### src/rtl/adc_scan_pkg.sv
package adc_scan_pkg;
   localparam logic [2:0] START_NONE   = 3'b000;
   localparam logic [2:0] START_SINGLE = 3'b001;
endpackage

### src/rtl/adc_tick_gen.sv
module adc_tick_gen #(
   parameter int DIVW = 8
) (
   input  logic            clk,
   input  logic            rst_n,
   input  logic            run,
   input  logic [DIVW-1:0] div,
   output logic            tick
);
   logic [DIVW-1:0] cnt;

   assign tick = run && (cnt == div);

   always_ff @(posedge clk or negedge rst_n) begin
      if (!rst_n)      cnt <= '0;
      else if (!run)   cnt <= '0;
      else if (tick)   cnt <= '0;
      else             cnt <= cnt + 1'b1;
   end
endmodule

### src/rtl/adc_chan_pick.sv
module adc_chan_pick #(
   parameter int NCH = 8,
   localparam int CHW = $clog2(NCH)
) (
   input  logic [NCH-1:0] sel,
   input  logic [CHW-1:0] last,
   input  logic           restart,
   output logic [CHW-1:0] ch
);
   logic [CHW-1:0] lowest;
   logic [CHW-1:0] above;
   logic           has_above;

   always_comb begin
      lowest    = '0;
      above     = '0;
      has_above = 1'b0;
      for (int i = NCH - 1; i >= 0; i--) begin
         if (sel[i]) begin
            lowest = CHW'(i);
            if (i > int'(last)) begin
               above     = CHW'(i);
               has_above = 1'b1;
            end
         end
      end
      ch = (restart || !has_above) ? lowest : above;
   end
endmodule

### src/rtl/adc_result_bank.sv
module adc_result_bank #(
   parameter int NCH = 8,
   parameter int DW  = 12,
   localparam int CHW = $clog2(NCH)
) (
   input  logic            clk,
   input  logic            rst_n,
   input  logic            wr_en,
   input  logic [CHW-1:0]  wr_ch,
   input  logic [DW-1:0]   wr_data,
   input  logic [NCH-1:0]  rd_strobe,
   output logic [NCH*DW-1:0] result_flat,
   output logic [NCH-1:0]  done_flags,
   output logic [NCH-1:0]  ovr_flags
);
   for (genvar g = 0; g < NCH; g++) begin : g_chan
      logic hit;
      assign hit = wr_en && (wr_ch == CHW'(g));

      always_ff @(posedge clk or negedge rst_n) begin
         if (!rst_n) begin
            result_flat[g*DW +: DW] <= '0;
            done_flags[g]           <= 1'b0;
            ovr_flags[g]            <= 1'b0;
         end else if (hit) begin
            result_flat[g*DW +: DW] <= wr_data;
            done_flags[g]           <= 1'b1;
            ovr_flags[g]            <= (done_flags[g] || ovr_flags[g]) && !rd_strobe[g];
         end else if (rd_strobe[g]) begin
            done_flags[g] <= 1'b0;
            ovr_flags[g]  <= 1'b0;
         end
      end
   end
endmodule

### src/rtl/adc_scan_seq.sv
module adc_scan_seq
   import adc_scan_pkg::*;
#(
   parameter int NCH       = 8,
   parameter int DW        = 12,
   parameter int DIVW      = 8,
   parameter int CONV_CLKS = 65,
   localparam int CHW  = $clog2(NCH),
   localparam int CNTW = $clog2(CONV_CLKS)
) (
   input  logic              clk,
   input  logic              rst_n,
   input  logic [NCH-1:0]    ctl_sel,
   input  logic [DIVW-1:0]   ctl_div,
   input  logic              ctl_burst,
   input  logic [2:0]        ctl_start,
   input  logic              ctl_pwr,
   input  logic [DW-1:0]     sample_in,
   input  logic [NCH-1:0]    rd_strobe,
   output logic [NCH*DW-1:0] result_flat,
   output logic [NCH-1:0]    done_flags,
   output logic [NCH-1:0]    ovr_flags,
   output logic              irq,
   output logic              busy,
   output logic [CHW-1:0]    conv_ch
);
   if (NCH < 2 || (1 << CHW) != NCH) begin : g_bad_nch
      $error("adc_scan_seq: NCH must be a power of two of at least 2");
   end
   if (CONV_CLKS < 2) begin : g_bad_conv
      $error("adc_scan_seq: CONV_CLKS must be at least 2");
   end
   if (DW < 1 || DIVW < 1) begin : g_bad_width
      $error("adc_scan_seq: DW and DIVW must be positive");
   end

   logic [NCH-1:0]  sel_eff;
   logic [2:0]      start_q;
   logic            scan_live;
   logic [CNTW-1:0] tick_cnt;
   logic            tick;
   logic            sw_go;
   logic            bu_go;
   logic            last_tick;
   logic            wr_en;
   logic [CHW-1:0]  ch_next;

   assign sel_eff   = (ctl_sel == '0) ? NCH'(1) : ctl_sel;
   assign sw_go     = ctl_pwr && !busy && !ctl_burst &&
                      (ctl_start == START_SINGLE) && (start_q != START_SINGLE);
   assign bu_go     = ctl_pwr && !busy && ctl_burst && (ctl_start == START_NONE);
   assign last_tick = busy && tick && (tick_cnt == CNTW'(CONV_CLKS - 1));
   assign wr_en     = last_tick && ctl_pwr;
   assign irq       = |done_flags;

   adc_tick_gen #(.DIVW(DIVW)) tick_i (
      .clk  (clk),
      .rst_n(rst_n),
      .run  (busy),
      .div  (ctl_div),
      .tick (tick)
   );

   adc_chan_pick #(.NCH(NCH)) pick_i (
      .sel    (sel_eff),
      .last   (conv_ch),
      .restart(sw_go || !scan_live),
      .ch     (ch_next)
   );

   adc_result_bank #(.NCH(NCH), .DW(DW)) bank_i (
      .clk        (clk),
      .rst_n      (rst_n),
      .wr_en      (wr_en),
      .wr_ch      (conv_ch),
      .wr_data    (sample_in),
      .rd_strobe  (rd_strobe),
      .result_flat(result_flat),
      .done_flags (done_flags),
      .ovr_flags  (ovr_flags)
   );

   always_ff @(posedge clk or negedge rst_n) begin
      if (!rst_n) begin
         start_q   <= START_NONE;
         busy      <= 1'b0;
         scan_live <= 1'b0;
         tick_cnt  <= '0;
         conv_ch   <= '0;
      end else begin
         start_q <= ctl_start;
         if (!ctl_pwr) begin
            busy      <= 1'b0;
            scan_live <= 1'b0;
         end else if (!busy) begin
            if (sw_go || bu_go) begin
               busy      <= 1'b1;
               conv_ch   <= ch_next;
               tick_cnt  <= '0;
               scan_live <= bu_go;
            end else if (!ctl_burst) begin
               scan_live <= 1'b0;
            end
         end else if (tick) begin
            if (last_tick) busy <= 1'b0;
            else           tick_cnt <= tick_cnt + 1'b1;
         end
      end
   end
endmodule

### config.mk
export PLATFORM = sky130hd
export DESIGN_NAME = adc_scan_seq
export DESIGN_NICKNAME = d
export VERILOG_FILES = /design/src/rtl/adc_scan_pkg.sv /design/src/rtl/adc_tick_gen.sv /design/src/rtl/adc_chan_pick.sv /design/src/rtl/adc_result_bank.sv /design/src/rtl/adc_scan_seq.sv
export SDC_FILE = /design/constraint.sdc
export NUM_CORES = 1
export LEC_CHECK = 0
export BUFFER_PORTS_ARGS = -buffer_cell sky130_fd_sc_hd__buf_2
export CORE_MARGIN = 5
export CORE_UTILIZATION = 30
export CTS_BUF_LIST = sky130_fd_sc_hd__clkbuf_2
export DETAILED_ROUTE_END_ITERATION = 10
export PLACE_DENSITY = 0.48
export SLEW_MARGIN = 25
export SYNTH_ARGS = -nofsm -noshare
export SYNTH_HDL_FRONTEND = slang
export SYNTH_SLANG_ARGS = --single-unit
### constraint.sdc
create_clock -name clk -period 2.75 [get_ports clk]
set_input_delay 0.55 -clock clk [delete_from_list [all_inputs] [get_ports clk]]
set_output_delay 0.55 -clock clk [all_outputs]
set_load 0.02 [all_outputs]
-- Word level (Yosys, flattened, before mapping)
Index checks and enable logic that the tools add are counted.
- add/sub/neg operators: 2
- $lt $le $gt $ge: 7
- eq/ne operators: 15
- mux-type cells: 77
- bitwise logic cells: 1
- reduce and logical (&&, ||, !) cells: 65
- operator list (operator ; count):
    two-way mux 3 bit ; 23
    two-way mux 1 bit ; 47
    two-way mux 7 bit ; 4
    logical AND 1 bit ; 26
    two-way mux 8 bit ; 3
    nonzero test 2 bit ; 9
    == test 3 bit (second input constant) ; 4
    > comparator 3 bit (first input constant) ; 4
    zero test 1 bit ; 12
    logical OR 1 bit ; 11
    adder 8 x 1 -> 8 bit (second input constant) ; 1
    == test 8 bit ; 1
    zero test 8 bit ; 1
    OR reduction 8 bit ; 1
    adder 7 x 1 -> 7 bit (second input constant) ; 1
    == test 7 bit (second input constant) ; 1
    == test 3 x 1 -> 1 bit (second input constant) ; 2
    == test 3 x 2 -> 1 bit (second input constant) ; 2
    > comparator 2 x 3 -> 1 bit (first input constant) ; 2
    zero test 3 bit ; 2
    != test 2 bit (second input constant) ; 2
    AND reduction 4 bit ; 1
    > comparator 1 x 3 -> 1 bit (first input constant) ; 1
    != test 3 x 1 -> 1 bit (second input constant) ; 1
    other kinds (5) ; 5
- register bits after elaboration: 135
- input port bits: 43
- output and inout port bits: 117
- logic and storage cells: 197

-- Logic depth before layout (Yosys ltp)
Gate-level depths: netlist of the first run.
- word-level depth: 18
- depth in mapped cells: 10
- depth with buffers taken out: 7

-- Modules after synthesis
From an unflattened synthesis of the first run, not the netlist that was laid out.
- cells, all modules: 439
- area total of the unflattened synthesis: 5930.7 um^2
- modules (own cells, without submodules) (module ; instances ; cells each ; area each (um^2) ; sequential area each (um^2)):
    adc_result_bank ; 1 ; 259 ; 4235.3 ; 2802.7
    adc_scan_seq ; 1 ; 86 ; 905.9 ; 375.4
    adc_tick_gen ; 1 ; 47 ; 491.7 ; 200.2
    adc_chan_pick ; 1 ; 47 ; 297.8 ; 0.0

-- Worst setup path before layout of the first run
OpenSTA, ideal clock, no wires.
- path type: input to register
- start: input port ctl_div[0]
- end: register tick_cnt[2]
- library setup time: 125 ps
- arrival: 2418 ps
- required time: 2625 ps
- setup slack: 207 ps
- stages: 6
- path buffers: 1
- path through: xnor2_1 nand4_1 clkbuf_1 or4b_2 a21oi_1 mux2_2
- word-level cells in the longest chain between the ends: 6
- elaborated cells between the ends (all ways): 7
- classes of those cells: 3 x eq/ne; 4 x reduce/logical
- ends and longest elaborated chain (item ; line ; source):
    from (decl) ; adc_scan_seq.sv:14 ; input logic [DIVW-1:0] ctl_div,
    == test 8 bit (*) ; adc_tick_gen.sv:12 ; assign tick = run && (cnt == div);
    logical AND 1 bit (*) ; adc_tick_gen.sv:12 ;
    logical AND 1 bit (2 in a row) ; adc_scan_seq.sv:52 ; assign last_tick = busy && tick && (tick_cnt == CNTW'(CONV_CLKS - 1));
    != test 2 bit (no line) ; n/a ;
    AND reduction 4 bit (no line) (*) ; n/a ;
    to (signal assigned) ; adc_scan_seq.sv:106 ; else tick_cnt <= tick_cnt + 1'b1;
    to (decl) ; adc_scan_seq.sv:40 ; logic [CNTW-1:0] tick_cnt;
Every way passes the cells marked *; elsewhere a longest branch is shown, timed or not.
A chain may end at the register's enable or synchronous reset.

-- Worst setup path in the final report of the first run
- start: register tick_cnt[4]
- end: register bank_i.result_flat[34]
- word-level cells in the longest chain between the ends: 4
- ends and longest elaborated chain (item ; line ; source):
    == test 7 bit ; adc_scan_seq.sv:52 ;
    logical AND 1 bit ; adc_scan_seq.sv:52 ;
    logical AND 1 bit ; adc_scan_seq.sv:53 ; assign wr_en = last_tick && ctl_pwr;
    logical AND 1 bit ; adc_result_bank.sv:18 ; assign hit = wr_en && (wr_ch == CHW'(g));
    to (signal, indexed assignment) ; adc_result_bank.sv:26 ; result_flat[g*DW +: DW] <= wr_data;
    to (decl) ; adc_result_bank.sv:12 ; output logic [NCH*DW-1:0] result_flat,
Every way passes these cells.

==> tab_implementation.tex, run 1 <==
\begin{tabular}{lr}
\hline
Metric & Value \\
\hline
\multicolumn{2}{l}{\textbf{Outcome}} \\
Status & completed \\
\multicolumn{2}{l}{\textbf{CTS}} \\
CTS H-Tree Depth & 4 \\
Max Root-Sink Buffers & 2 \\
Clock tree sinks & between 100 and 150 \\
Post-CTS setup repair buffer count & 0 \\
Clock tree from TritonCTS & built \\
Root Buffer Master & sky130\_fd\_sc\_hd\_\_clkbuf\_2 \\
Clock slew at reported path FFs & 220 ps \\
Worst skew pair latency & approximately 660 ps \\
Number of buffers created by CTS & 17 \\
\multicolumn{2}{l}{\textbf{Synth}} \\
Net count after synthesis & 491 \\
Post-synth cell types & between 50 and 60 \\
Mapped cell area & a little under 6000 µm² \\
Most common flop cell mapped by yosys & sky130\_fd\_sc\_hd\_\_dfrtp\_1 \\
Cells after synthesis & 445 \\
Count of warnings emitted by yosys & 0 \\
Proportion of synthesized chip area in sequential cells & a little under three fifths \\
Flop and latch count out of synthesis & 135 \\
Share of flip-flops with an asynchronous set or reset & 100\% \\
EDFF count, synth & 0 \\
Syn\_area\_per\_cell & roughly 13 µm² \\
\multicolumn{2}{l}{\textbf{Floorplan}} \\
Height of the die & 150 µm \\
Total die area & 22600 µm² \\
Ports placed on the boundary & 160 \\
Initial Util & 30.4\% \\
Core area & 19500 µm² \\
Horizontal extent of the die & 150 µm \\
Total number of placement rows & just over 50 \\
\multicolumn{2}{l}{\textbf{Pwr}} \\
Power per cell area & 489 nW/µm² \\
Leakage dissipation & 4.09 nW \\
VDD IR-drop max & roughly 0.21 mV \\
\multicolumn{2}{l}{\textbf{Placement}} \\
Cell count after placement & approximately 900 \\
Hpwl dp & 12000 µm \\
GP Congestion & $\sim$0.84 \\
I/O Buffers & 159 \\
\multicolumn{2}{l}{\textbf{Layout}} \\
Area used by sequential logic in the layout & roughly 3400 µm² \\
Signed area change from the synthesized netlist to the final layout & 27.5\% \\
Share of layout cells above drive strength 1 & 50.2\% \\
Post-layout net count & between 600 and 700 \\
Number of standard cells in the layout, taps in and fillers out & 919 \\
Leading cell types in the layout, fill and taps excluded & sky130\_fd\_sc\_hd\_\_buf\_2, sky130\_fd\_sc\_hd\_\_dfrtp\_1, sky130\_fd\_sc\_hd\_\_mux2\_2 \\
Filler cells & 1893 \\
Most frequent standard cell in the layout excluding fill and tap cells & sky130\_fd\_sc\_hd\_\_buf\_2 \\
Area of the multi-input gates & 2360 µm² \\
\multicolumn{2}{l}{\textbf{GRT}} \\
Busiest layer in global routing & met2 \\
GR Util met1 & 19.9\% \\
Initial antenna violation count & 1 \\
Global Route Usage Sum & $\sim$15\% \\
Grt met2 use & 23.6\% \\
Met3 track utilization from global routing & 4.33\% \\
First-pass GRT wire length & 25600 µm \\
Aggregate global routing overflow & 0 \\
Pin count of the biggest net entering global routing & 64 \\
Vias in the first global route & approximately 4500 \\
\multicolumn{2}{l}{\textbf{STA}} \\
Fin crit share & a little over nine tenths \\
Clock Skews & 29.9 ps \\
Final Hold Vio Count & 0 \\
Number of pins exceeding their max-slew limit in the final report & 0 \\
RSZ-0062 raised after global routing & no \\
Setup-violating endpoint count in the final report & 0 \\
Peak clock frequency supported by timing & between 300 and 400 MHz \\
Minimum clock period & 2600 ps \\
Max\_slew headroom & between 50\% and 60\% \\
Least-Margin Pin Slew & 623 ps \\
Post-route setup TNS & 0 ps \\
\multicolumn{2}{l}{\textbf{Drt}} \\
Via/cell ratio & 4.69 \\
Wire length after detailed routing & 16600 µm \\
Initial drt markers & $\sim$280 \\
Pre-antenna DRT Iters & 4 \\
Via count & approximately 4300 \\
Routed WL per cell & 18.0 µm \\
Remaining number of nets flagged by the antenna check after routing & 0 \\
Drc violations & 0 \\
\multicolumn{2}{l}{\textbf{Setup path}} \\
Crit end category & register \\
Required time of the critical path & 3310 ps \\
Critical Path Source Type & register \\
Worst-path maximum fanout & 10 \\
Classification of the worst setup path & register to register \\
Arrival time of the worst setup path & 3160 ps \\
\multicolumn{2}{l}{\textbf{Run}} \\
Max-cap violation count & 0 \\
\multicolumn{2}{l}{\textbf{Min path}} \\
Path type of the worst min-delay path & input port to register \\
\hline
\end{tabular}
==> area by class of cell <==
class / count / share of cell area, %
Antenna cell: 1 / 0.0332
Clock buffer: 18 / 1.19
Clock inverter: 14 / 2.32
Inverter: 14 / 0.696
Multi-Input combinational cell: 278 / 31.3
Sequential cell: 135 / 44.8
Tap cell: 265 / 4.39
Timing Repair Buffer: 194 / 15.3
==> cell usage after synthesis, types with 2 or more instances <==
library cell	number	area, µm²
sky130_fd_sc_hd__dfrtp_1	135	3380
sky130_fd_sc_hd__mux2_2	88	991
sky130_fd_sc_hd__nor2_1	26	97.6
sky130_fd_sc_hd__nand2_1	18	67.6
sky130_fd_sc_hd__a21oi_1	17	85.1
sky130_fd_sc_hd__inv_1	14	52.6
sky130_fd_sc_hd__mux2_4	9	135
sky130_fd_sc_hd__nand3_1	9	45.0
sky130_fd_sc_hd__xnor2_1	9	78.8
sky130_fd_sc_hd__a21o_1	7	52.6
sky130_fd_sc_hd__nor2b_1	7	43.8
sky130_fd_sc_hd__buf_4	6	45.0
sky130_fd_sc_hd__clkbuf_1	6	22.5
sky130_fd_sc_hd__nor4_4	6	128
sky130_fd_sc_hd__xor2_1	6	52.6
sky130_fd_sc_hd__nand4_1	5	31.3
sky130_fd_sc_hd__nor4_1	5	31.3
sky130_fd_sc_hd__o31ai_1	5	37.5
sky130_fd_sc_hd__a31oi_1	4	25.0
sky130_fd_sc_hd__nand2b_1	4	25.0
sky130_fd_sc_hd__and2_1	3	18.8
sky130_fd_sc_hd__and3_1	3	18.8
sky130_fd_sc_hd__buf_6	3	33.8
sky130_fd_sc_hd__ha_1	3	37.5
sky130_fd_sc_hd__nor3_1	3	15.0
sky130_fd_sc_hd__o21ai_0	3	15.0
sky130_fd_sc_hd__or4_1	3	22.5
sky130_fd_sc_hd__or4b_2	3	30.0
sky130_fd_sc_hd__a41oi_1	2	17.5
sky130_fd_sc_hd__nor4b_1	2	17.5
sky130_fd_sc_hd__o21a_1	2	15.0
sky130_fd_sc_hd__or2_2	2	12.5
==> state kept, by name (all words and copies together), names as in the netlist <==
name	count
conv_ch	3
tick_i.cnt	8
start_q	3
tick_cnt	7
bank_i.done_flags	8
bank_i.ovr_flags	8
scan_live	1
busy	1
bank_i.result_flat	96
==> cell families (layout without fill, tap and decap cells) <==
| family | after synthesis | count (layout) | share of synthesized area (%) |
|---|---|---|---|
| flops | 135 | 135 | 57.1 |
| simple gates | 109 | 109 | 11.7 |
| fa+ha+maj | 3 | 3 | 0.634 |
| compound gates | 53 | 53 | 6.09 |
| mux | 98 | 98 | 19.2 |
| xor+xnor | 15 | 15 | 2.22 |
| other cells | 0 | 1 | 0 |
| buf+inv | 32 | 240 | 3.09 |
==> metrics by stage <==
| stage | setup WS [ps] | area, µm² | total power, W | hold WS (ps) | utilization [%] |
|---|---|---|---|---|---|
| final | 148 | 7550 | 0.00369 | 193 | 38.8 |
| after global routing | 18.0 | 7550 | 0.00390 | 45.8 | 38.8 |
| after CTS | 72.2 | 7530 | 0.00377 | 66.4 | 38.7 |
| after detailed placement | 124 | 7150 | 0.00242 | 479 | 36.7 |
| after global placement | 167 | 7150 | 0.00241 | 480 | 36.7 |
| after floorplan | 207 | 5920 | 0.00224 | 254 | - |
==> critical path, cell delays in order, from the launching register on <==
cell,delay [ps]
sky130_fd_sc_hd__dfrtp_1,460
sky130_fd_sc_hd__or4b_1,540
sky130_fd_sc_hd__or3_1,420
sky130_fd_sc_hd__buf_4,220
sky130_fd_sc_hd__nor4_4,240
sky130_fd_sc_hd__buf_4,250
sky130_fd_sc_hd__mux2_2,360
==> repair_timing <==
action / 4_1_cts / 5_1_grt
endpoints found under the setup margin: 0 / 16
hold buffers: 12 / 0
gates resized for setup: 0 / 3
hold endpoints to repair: 72 / 0
==> power by group <==
part | switching [W] | internal, W
Clock | 0.000782 | 0.000516
Sequential | 0.0000597 | 0.00201
Combinational | 0.000202 | 0.000121
==> per-layer routing <==
metal,routed length [µm],vias up,part of all wire [%]
li1,-,1992,-
met1,7440,2144,45
met2,7600,163,46
met3,1260,13,7.6
met4,259,0,1.6
met5,0,-,0
==> path summary, 6_finish.rpt <==
check                                    startpoint                endpoint  slack [ps]  cells past startpoint
worst min register to register  bank_i.ovr_flags[5]     bank_i.ovr_flags[5]         510                      2
worst min-delay path                     ctl_sel[0]              conv_ch[1]         190                      4
min in group asynchronous                     rst_n  bank_i.result_flat[61]         430                      2
max in group asynchronous                     rst_n  bank_i.result_flat[94]        1600                      3
worst max register to register          tick_cnt[4]  bank_i.result_flat[34]         150                      6
worst max-delay path                    tick_cnt[4]  bank_i.result_flat[34]         150                      6
No activity file was read; power rests on OpenSTA's default activity.
==> run 2, diff against run 1 <==
Settings changed: CORE_MARGIN 5 to unset, PLACE_DENSITY 0.48 to 0.62.
==> tab_implementation.tex, run 2 (synthesized netlist as in run 1, its figures left out) <==
\begin{tabular}{lr}
\hline
Metric & Value \\
\hline
\multicolumn{2}{l}{\textbf{Floorplan}} \\
Core area & between 15000 and 20000 µm² \\
Total number of placement rows & 51 \\
Ports placed on the boundary & between 150 and 200 \\
Total die area & 20300 µm² \\
Height of the die & around 140 µm \\
Horizontal extent of the die & between 100 and 150 µm \\
Initial Util & 30.5\% \\
\multicolumn{2}{l}{\textbf{Setup path}} \\
Standard cell with the maximum stage delay on the critical path & sky130\_fd\_sc\_hd\_\_or4b\_1 \\
Largest delay contributor family on the critical path & simple AND/OR/NAND/NOR gates \\
Total buffers and inverters traversed by the critical path & 2 \\
Cell breakdown of the critical path & or4b\_1, or3\_1, buf\_4, nor4\_4, buf\_12, mux2\_2 \\
Cell depth of the worst setup path & 6 \\
Last element of the critical path & bank\_i.result\_flat[35] \\
Worst-path maximum fanout & 14 \\
Worst r2r dst & bank\_i.result\_flat[35] \\
Arrival time of the worst setup path & between 3000 and 4000 ps \\
Minimum setup slack among reg-to-reg paths & 150 ps \\
Worst-case reg-to-reg path depth & 6 \\
Required time of the critical path & 3300 ps \\
Source of the critical timing path & tick\_cnt[4] \\
Critical Path Source Type & register \\
Classification of the worst setup path & register to register \\
Crit end category & register \\
Origin of the critical flop-to-flop path & tick\_cnt[4] \\
Largest stage delay on the critical path & 550 ps \\
\multicolumn{2}{l}{\textbf{Layout}} \\
Share of layout cells above drive strength 1 & 49.9\% \\
Max FFs per register & 96 \\
Post-layout net count & 682 \\
Signed area change from the synthesized netlist to the final layout & 27.4\% \\
Filler cells & 1926 \\
Leading cell types in the layout, fill and taps excluded & sky130\_fd\_sc\_hd\_\_buf\_2, sky130\_fd\_sc\_hd\_\_dfrtp\_1, sky130\_fd\_sc\_hd\_\_mux2\_2 \\
Share of the core filled with cells & 38.9\% \\
Reg with most FFs & bank\_i.result\_flat \\
Most frequent standard cell in the layout excluding fill and tap cells & sky130\_fd\_sc\_hd\_\_buf\_2 \\
Area of the multi-input gates & 2360 µm² \\
Area used by sequential logic in the layout & between 3000 and 4000 µm² \\
\multicolumn{2}{l}{\textbf{STA}} \\
Post-route setup TNS & 0 ps \\
Fin crit share & roughly 95\% \\
Final Hold Vio Count & 0 \\
Max\_slew headroom & 61.8\% \\
RSZ-0062 raised after global routing & no \\
Clock Skews & 33.8 ps \\
Least-Margin Pin Slew & between 500 and 600 ps \\
Minimum clock period & 2600 ps \\
Number of pins exceeding their max-slew limit in the final report & 0 \\
Setup-violating endpoint count in the final report & 0 \\
Peak clock frequency supported by timing & between 300 and 400 MHz \\
\multicolumn{2}{l}{\textbf{GRT}} \\
Aggregate global routing overflow & 0 \\
First-pass GRT wire length & 23000 µm \\
Vias in the first global route & a little over 4000 \\
Initial antenna violation count & 1 \\
Pin count of the biggest net entering global routing & 60 \\
Global Route Usage Sum & 15.1\% \\
\multicolumn{2}{l}{\textbf{Drt}} \\
Pre-antenna DRT Iters & 4 \\
Via count & 4254 \\
Remaining number of nets flagged by the antenna check after routing & 0 \\
Wire length after detailed routing & between 10000 and 15000 µm \\
Routed WL per cell & between 15 and 20 µm \\
Via/cell ratio & 4.65 \\
Drc violations & 0 \\
Initial drt markers & around 160 \\
\multicolumn{2}{l}{\textbf{CTS}} \\
Worst skew pair latency & approximately 660 ps \\
Root Buffer Master & sky130\_fd\_sc\_hd\_\_clkbuf\_2 \\
Max Root-Sink Buffers & 2 \\
Clock tree sinks & 135 \\
Number of buffers created by CTS & 17 \\
Number of gates resized after CTS & 0 \\
Clock slew at reported path FFs & approximately 230 ps \\
Clock tree from TritonCTS & built \\
CTS H-Tree Depth & 4 \\
\multicolumn{2}{l}{\textbf{Placement}} \\
GP Congestion & around 0.8 \\
I/O Buffers & 159 \\
Hpwl dp & 10500 µm \\
\multicolumn{2}{l}{\textbf{Pwr}} \\
Leakage dissipation & 4.10 nW \\
Overall power consumption & roughly 0.0037 W \\
VDD IR-drop max & 0.179 mV \\
Power per cell area & 490 nW/µm² \\
\multicolumn{2}{l}{\textbf{Min path}} \\
Path type of the worst min-delay path & input port to register \\
\multicolumn{2}{l}{\textbf{Outcome}} \\
Status & completed \\
\multicolumn{2}{l}{\textbf{Run}} \\
Max-cap violation count & 0 \\
\hline
\end{tabular}
[run 2: repair_timing]
item / in CTS / in global routing
buffers inserted: 0 / 0
hold endpoints to repair: 68 / 0
endpoints found under the setup margin: 0 / 0
hold buffers: 12 / 0
[run 2: how the worst min path moves through the flow]
stage	start	end	slack, ps	cells after the start
after floorplan	rst_n	bank_i.done_flags[0]	250	0
after global placement	bank_i.result_flat[83]	bank_i.result_flat[83]	480	1
after detailed placement	bank_i.ovr_flags[5]	bank_i.ovr_flags[5]	480	2
after CTS	sample_in[7]	bank_i.result_flat[91]	80	2
after global routing	sample_in[7]	bank_i.result_flat[79]	80	2
final	sample_in[2]	bank_i.result_flat[74]	190	2
[run 2: per-layer routing]
metal / GRT usage, % / vias up / wire [µm]
li1: - / 1987 / -
met1: 19.1 / 2125 / 6720
met2: 25.3 / 131 / 7270
met3: 3.97 / 11 / 822
met4: 4.13 / 0 / 159
met5: 0 / - / 0
[run 2: metrics by stage]
step / cell area (µm²) / setup WS (ps) / cells / hold WS [ps]
2_1_floorplan: 5920 / 207 / 445 / 254
3_3_place_gp: 7150 / 228 / 870 / 482
3_5_place_dp: 7150 / 191 / 870 / 483
4_1_cts: 7540 / 132 / 914 / 79.5
5_1_grt: 7540 / 74.7 / 915 / 77.3
6_report: 7540 / 145 / 915 / 192
[run 2: power by group]
| part | internal, W | leakage (nW) | switching (W) | total, W |
|---|---|---|---|---|
| clock network | 0.000539 | 0.165 | 0.000775 | 0.00131 |
| registers | 0.00201 | 1.87 | 0.0000516 | 0.00206 |
| logic | 0.000121 | 2.06 | 0.000198 | 0.000319 |
| total | 0.00267 | 4.10 | 0.00103 | 0.00369 |
[run 2: area by class of cell]
type,instances,share of cell area [%]
Antenna cell,1,0.0332
Clock buffer,20,1.33
Clock inverter,12,2.19
Inverter,14,0.697
Multi-Input combinational cell,278,31.3
Sequential cell,135,44.8
Tap cell,265,4.40
Timing Repair Buffer,190,15.3
==> run 3, diff against run 2 <==
Settings changed: BUFFER_PORTS_ARGS -buffer_cell sky130_fd_sc_hd__buf_2 to -buffer_cell sky130_fd_sc_hd__buf_4.
==> tab_implementation.tex, run 3 (synthesized netlist as in run 1, its figures left out) <==
\begin{tabular}{lr}
\hline
Metric & Value \\
\hline
\multicolumn{2}{l}{\textbf{STA}} \\
Peak clock frequency supported by timing & 381 MHz \\
Minimum clock period & 2630 ps \\
Max\_slew headroom & 67.9\% \\
Setup-violating endpoint count in the final report & 0 \\
Number of pins exceeding their max-slew limit in the final report & 0 \\
Final Hold Vio Count & 0 \\
Post-route setup TNS & 0 ps \\
RSZ-0062 raised after global routing & no \\
Fin crit share & a little over nine tenths \\
Least-Margin Pin Slew & 478 ps \\
Clock Skews & 32.8 ps \\
\multicolumn{2}{l}{\textbf{Min path}} \\
Path type of the worst min-delay path & input port to register \\
Capture endpoint of the worst hold path & bank\_i.result\_flat[86] \\
Worst Min Path Start & sample\_in[2] \\
Number of cells on the worst hold path & 2 \\
\multicolumn{2}{l}{\textbf{Placement}} \\
Hpwl dp & $\sim$11000 µm \\
Post-detailed-placement cell area & 7560 µm² \\
GP Congestion & 0.837 \\
I/O Buffers & $\sim$160 \\
\multicolumn{2}{l}{\textbf{Setup path}} \\
Arrival time of the worst setup path & 3210 ps \\
Origin of the critical flop-to-flop path & tick\_cnt[4] \\
Minimum setup slack among reg-to-reg paths & 120 ps \\
Worst-path maximum fanout & 12 \\
Classification of the worst setup path & register to register \\
Crit end category & register \\
Worst r2r dst & bank\_i.result\_flat[14] \\
Required time of the critical path & 3340 ps \\
Worst-case reg-to-reg path depth & 6 \\
Critical Path Source Type & register \\
\multicolumn{2}{l}{\textbf{GRT}} \\
Global Route Usage Sum & 16.0\% \\
Pin count of the biggest net entering global routing & 55 \\
Initial antenna violation count & 1 \\
First-pass GRT wire length & about 24000 µm \\
Aggregate global routing overflow & 0 \\
Vias in the first global route & about 4500 \\
\multicolumn{2}{l}{\textbf{Layout}} \\
Most frequent standard cell in the layout excluding fill and tap cells & sky130\_fd\_sc\_hd\_\_buf\_4 \\
Reg with most FFs & bank\_i.result\_flat \\
Post-layout net count & about 680 \\
Signed area change from the synthesized netlist to the final layout & 33.8\% \\
Max FFs per register & 96 \\
Leading cell types in the layout, fill and taps excluded & sky130\_fd\_sc\_hd\_\_buf\_4, sky130\_fd\_sc\_hd\_\_dfrtp\_1, sky130\_fd\_sc\_hd\_\_mux2\_2 \\
Final standard cell area without fillers & 7920 µm² \\
Share of layout cells above drive strength 1 & about half \\
\multicolumn{2}{l}{\textbf{CTS}} \\
Number of buffers created by CTS & 17 \\
Number of gates resized after CTS & 0 \\
Post-CTS setup repair buffer count & 0 \\
Max Root-Sink Buffers & 2 \\
CTS H-Tree Depth & 4 \\
Root Buffer Master & sky130\_fd\_sc\_hd\_\_clkbuf\_2 \\
Clock slew at reported path FFs & about 230 ps \\
Clock tree sinks & around 140 \\
Clock tree from TritonCTS & built \\
Worst skew pair latency & 700 ps \\
\multicolumn{2}{l}{\textbf{Drt}} \\
Wire length after detailed routing & between 15000 and 20000 µm \\
Remaining number of nets flagged by the antenna check after routing & 0 \\
Drc violations & 0 \\
Pre-antenna DRT Iters & 4 \\
Routed WL per cell & 16.9 µm \\
Initial drt markers & 237 \\
Via count & 4313 \\
Via/cell ratio & 4.71 \\
\multicolumn{2}{l}{\textbf{Pwr}} \\
Int Pwr & 0.00258 W \\
Logic gate share of total power & a little under a tenth \\
Switching power total & 0.00102 W \\
Sw Share & 28.3\% \\
Leakage dissipation & 4.10 nW \\
Relative contribution of sequential cells to total power & between 50\% and 60\% \\
Power per cell area & 454 nW/µm² \\
VDD IR-drop max & around 0.22 mV \\
Fraction of power consumed by the clock network & 33.1\% \\
\multicolumn{2}{l}{\textbf{Floorplan}} \\
Core area & 19400 µm² \\
Height of the die & 142 µm \\
Ports placed on the boundary & 160 \\
Horizontal extent of the die & around 140 µm \\
Initial Util & a little under a third \\
Total number of placement rows & just over 50 \\
Total die area & 20300 µm² \\
\multicolumn{2}{l}{\textbf{Outcome}} \\
Status & completed \\
\multicolumn{2}{l}{\textbf{Run}} \\
Max-cap violation count & 0 \\
\hline
\end{tabular}
run 3: cell count changes in the layout (fill, tap and decap cells not counted), sizes merged:
cell | previous run | this run
clkbuf | 20 | 18
bufinv | 3 | 2
clkinvlp | 0 | 3
clkinv | 3 | 6
inv | 20 | 17
run 3: stage by stage:
step           std cells  worst slack, ps  power, W  hold slack (ps)  util [%]
3_5_place_dp         870              165   0.00243              494      39.0
5_1_grt              915             41.7   0.00379             44.2      40.8
3_3_place_gp         870              233   0.00242              486      39.0
2_1_floorplan        445              207   0.00224              254         -
6_report             915              124   0.00360              137      40.8
4_1_cts              914              117   0.00366             24.1      40.8
run 3: critical path: stages, from the launching register on:
cell	delay [ps]
sky130_fd_sc_hd__dfrtp_1	480
sky130_fd_sc_hd__or4b_1	550
sky130_fd_sc_hd__or3_1	420
sky130_fd_sc_hd__buf_4	210
sky130_fd_sc_hd__nor4_4	310
sky130_fd_sc_hd__buf_12	190
sky130_fd_sc_hd__mux2_2	330
run 3: worst max-delay path by stage:
stage	start	end	slack [ps]
final	tick_cnt[4]	bank_i.result_flat[14]	120
after global routing	tick_cnt[4]	bank_i.result_flat[14]	40
after CTS	tick_cnt[4]	bank_i.result_flat[14]	120
after detailed placement	tick_cnt[4]	bank_i.result_flat[18]	170
after global placement	tick_cnt[4]	bank_i.result_flat[23]	230
after floorplan	ctl_div[0]	tick_cnt[2]	210
run 3: power groups by stage:
stage	combinational, W	clock (W)	sequential, W
after global routing	0.000389	0.00133	0.00207
after floorplan	0.000166	0	0.00208
after CTS	0.000348	0.00125	0.00206
final	0.000344	0.00119	0.00206
after global placement	0.000324	0	0.00209
after detailed placement	0.000333	0	0.00210
run 3: repair_timing:
item | CTS | global route
setup endpoints to repair | 0 | 0
hold buffers | 12 | 0
endpoints found under the hold margin | 40 | 0
run 3: routing by layer:
layer / GRT usage (%) / part of all wire (%)
met1: 18.5 / 41
met4: 5.21 / 1.2
met5: 0 / 0
met2: 27.9 / 51
met3: 5.05 / 6.7
run 3: layout make-up:
cell class                      instances  area [µm²]
Clock inverter                         14         150
Inverter                               14        52.6
Timing Repair Buffer                  190        1560
Sequential cell                       135        3380
Multi-Input combinational cell        278        2360
Antenna cell                            1        2.50
Clock buffer                           18        90.1
Fill cell                            1881       11500
Tap cell                              265         332
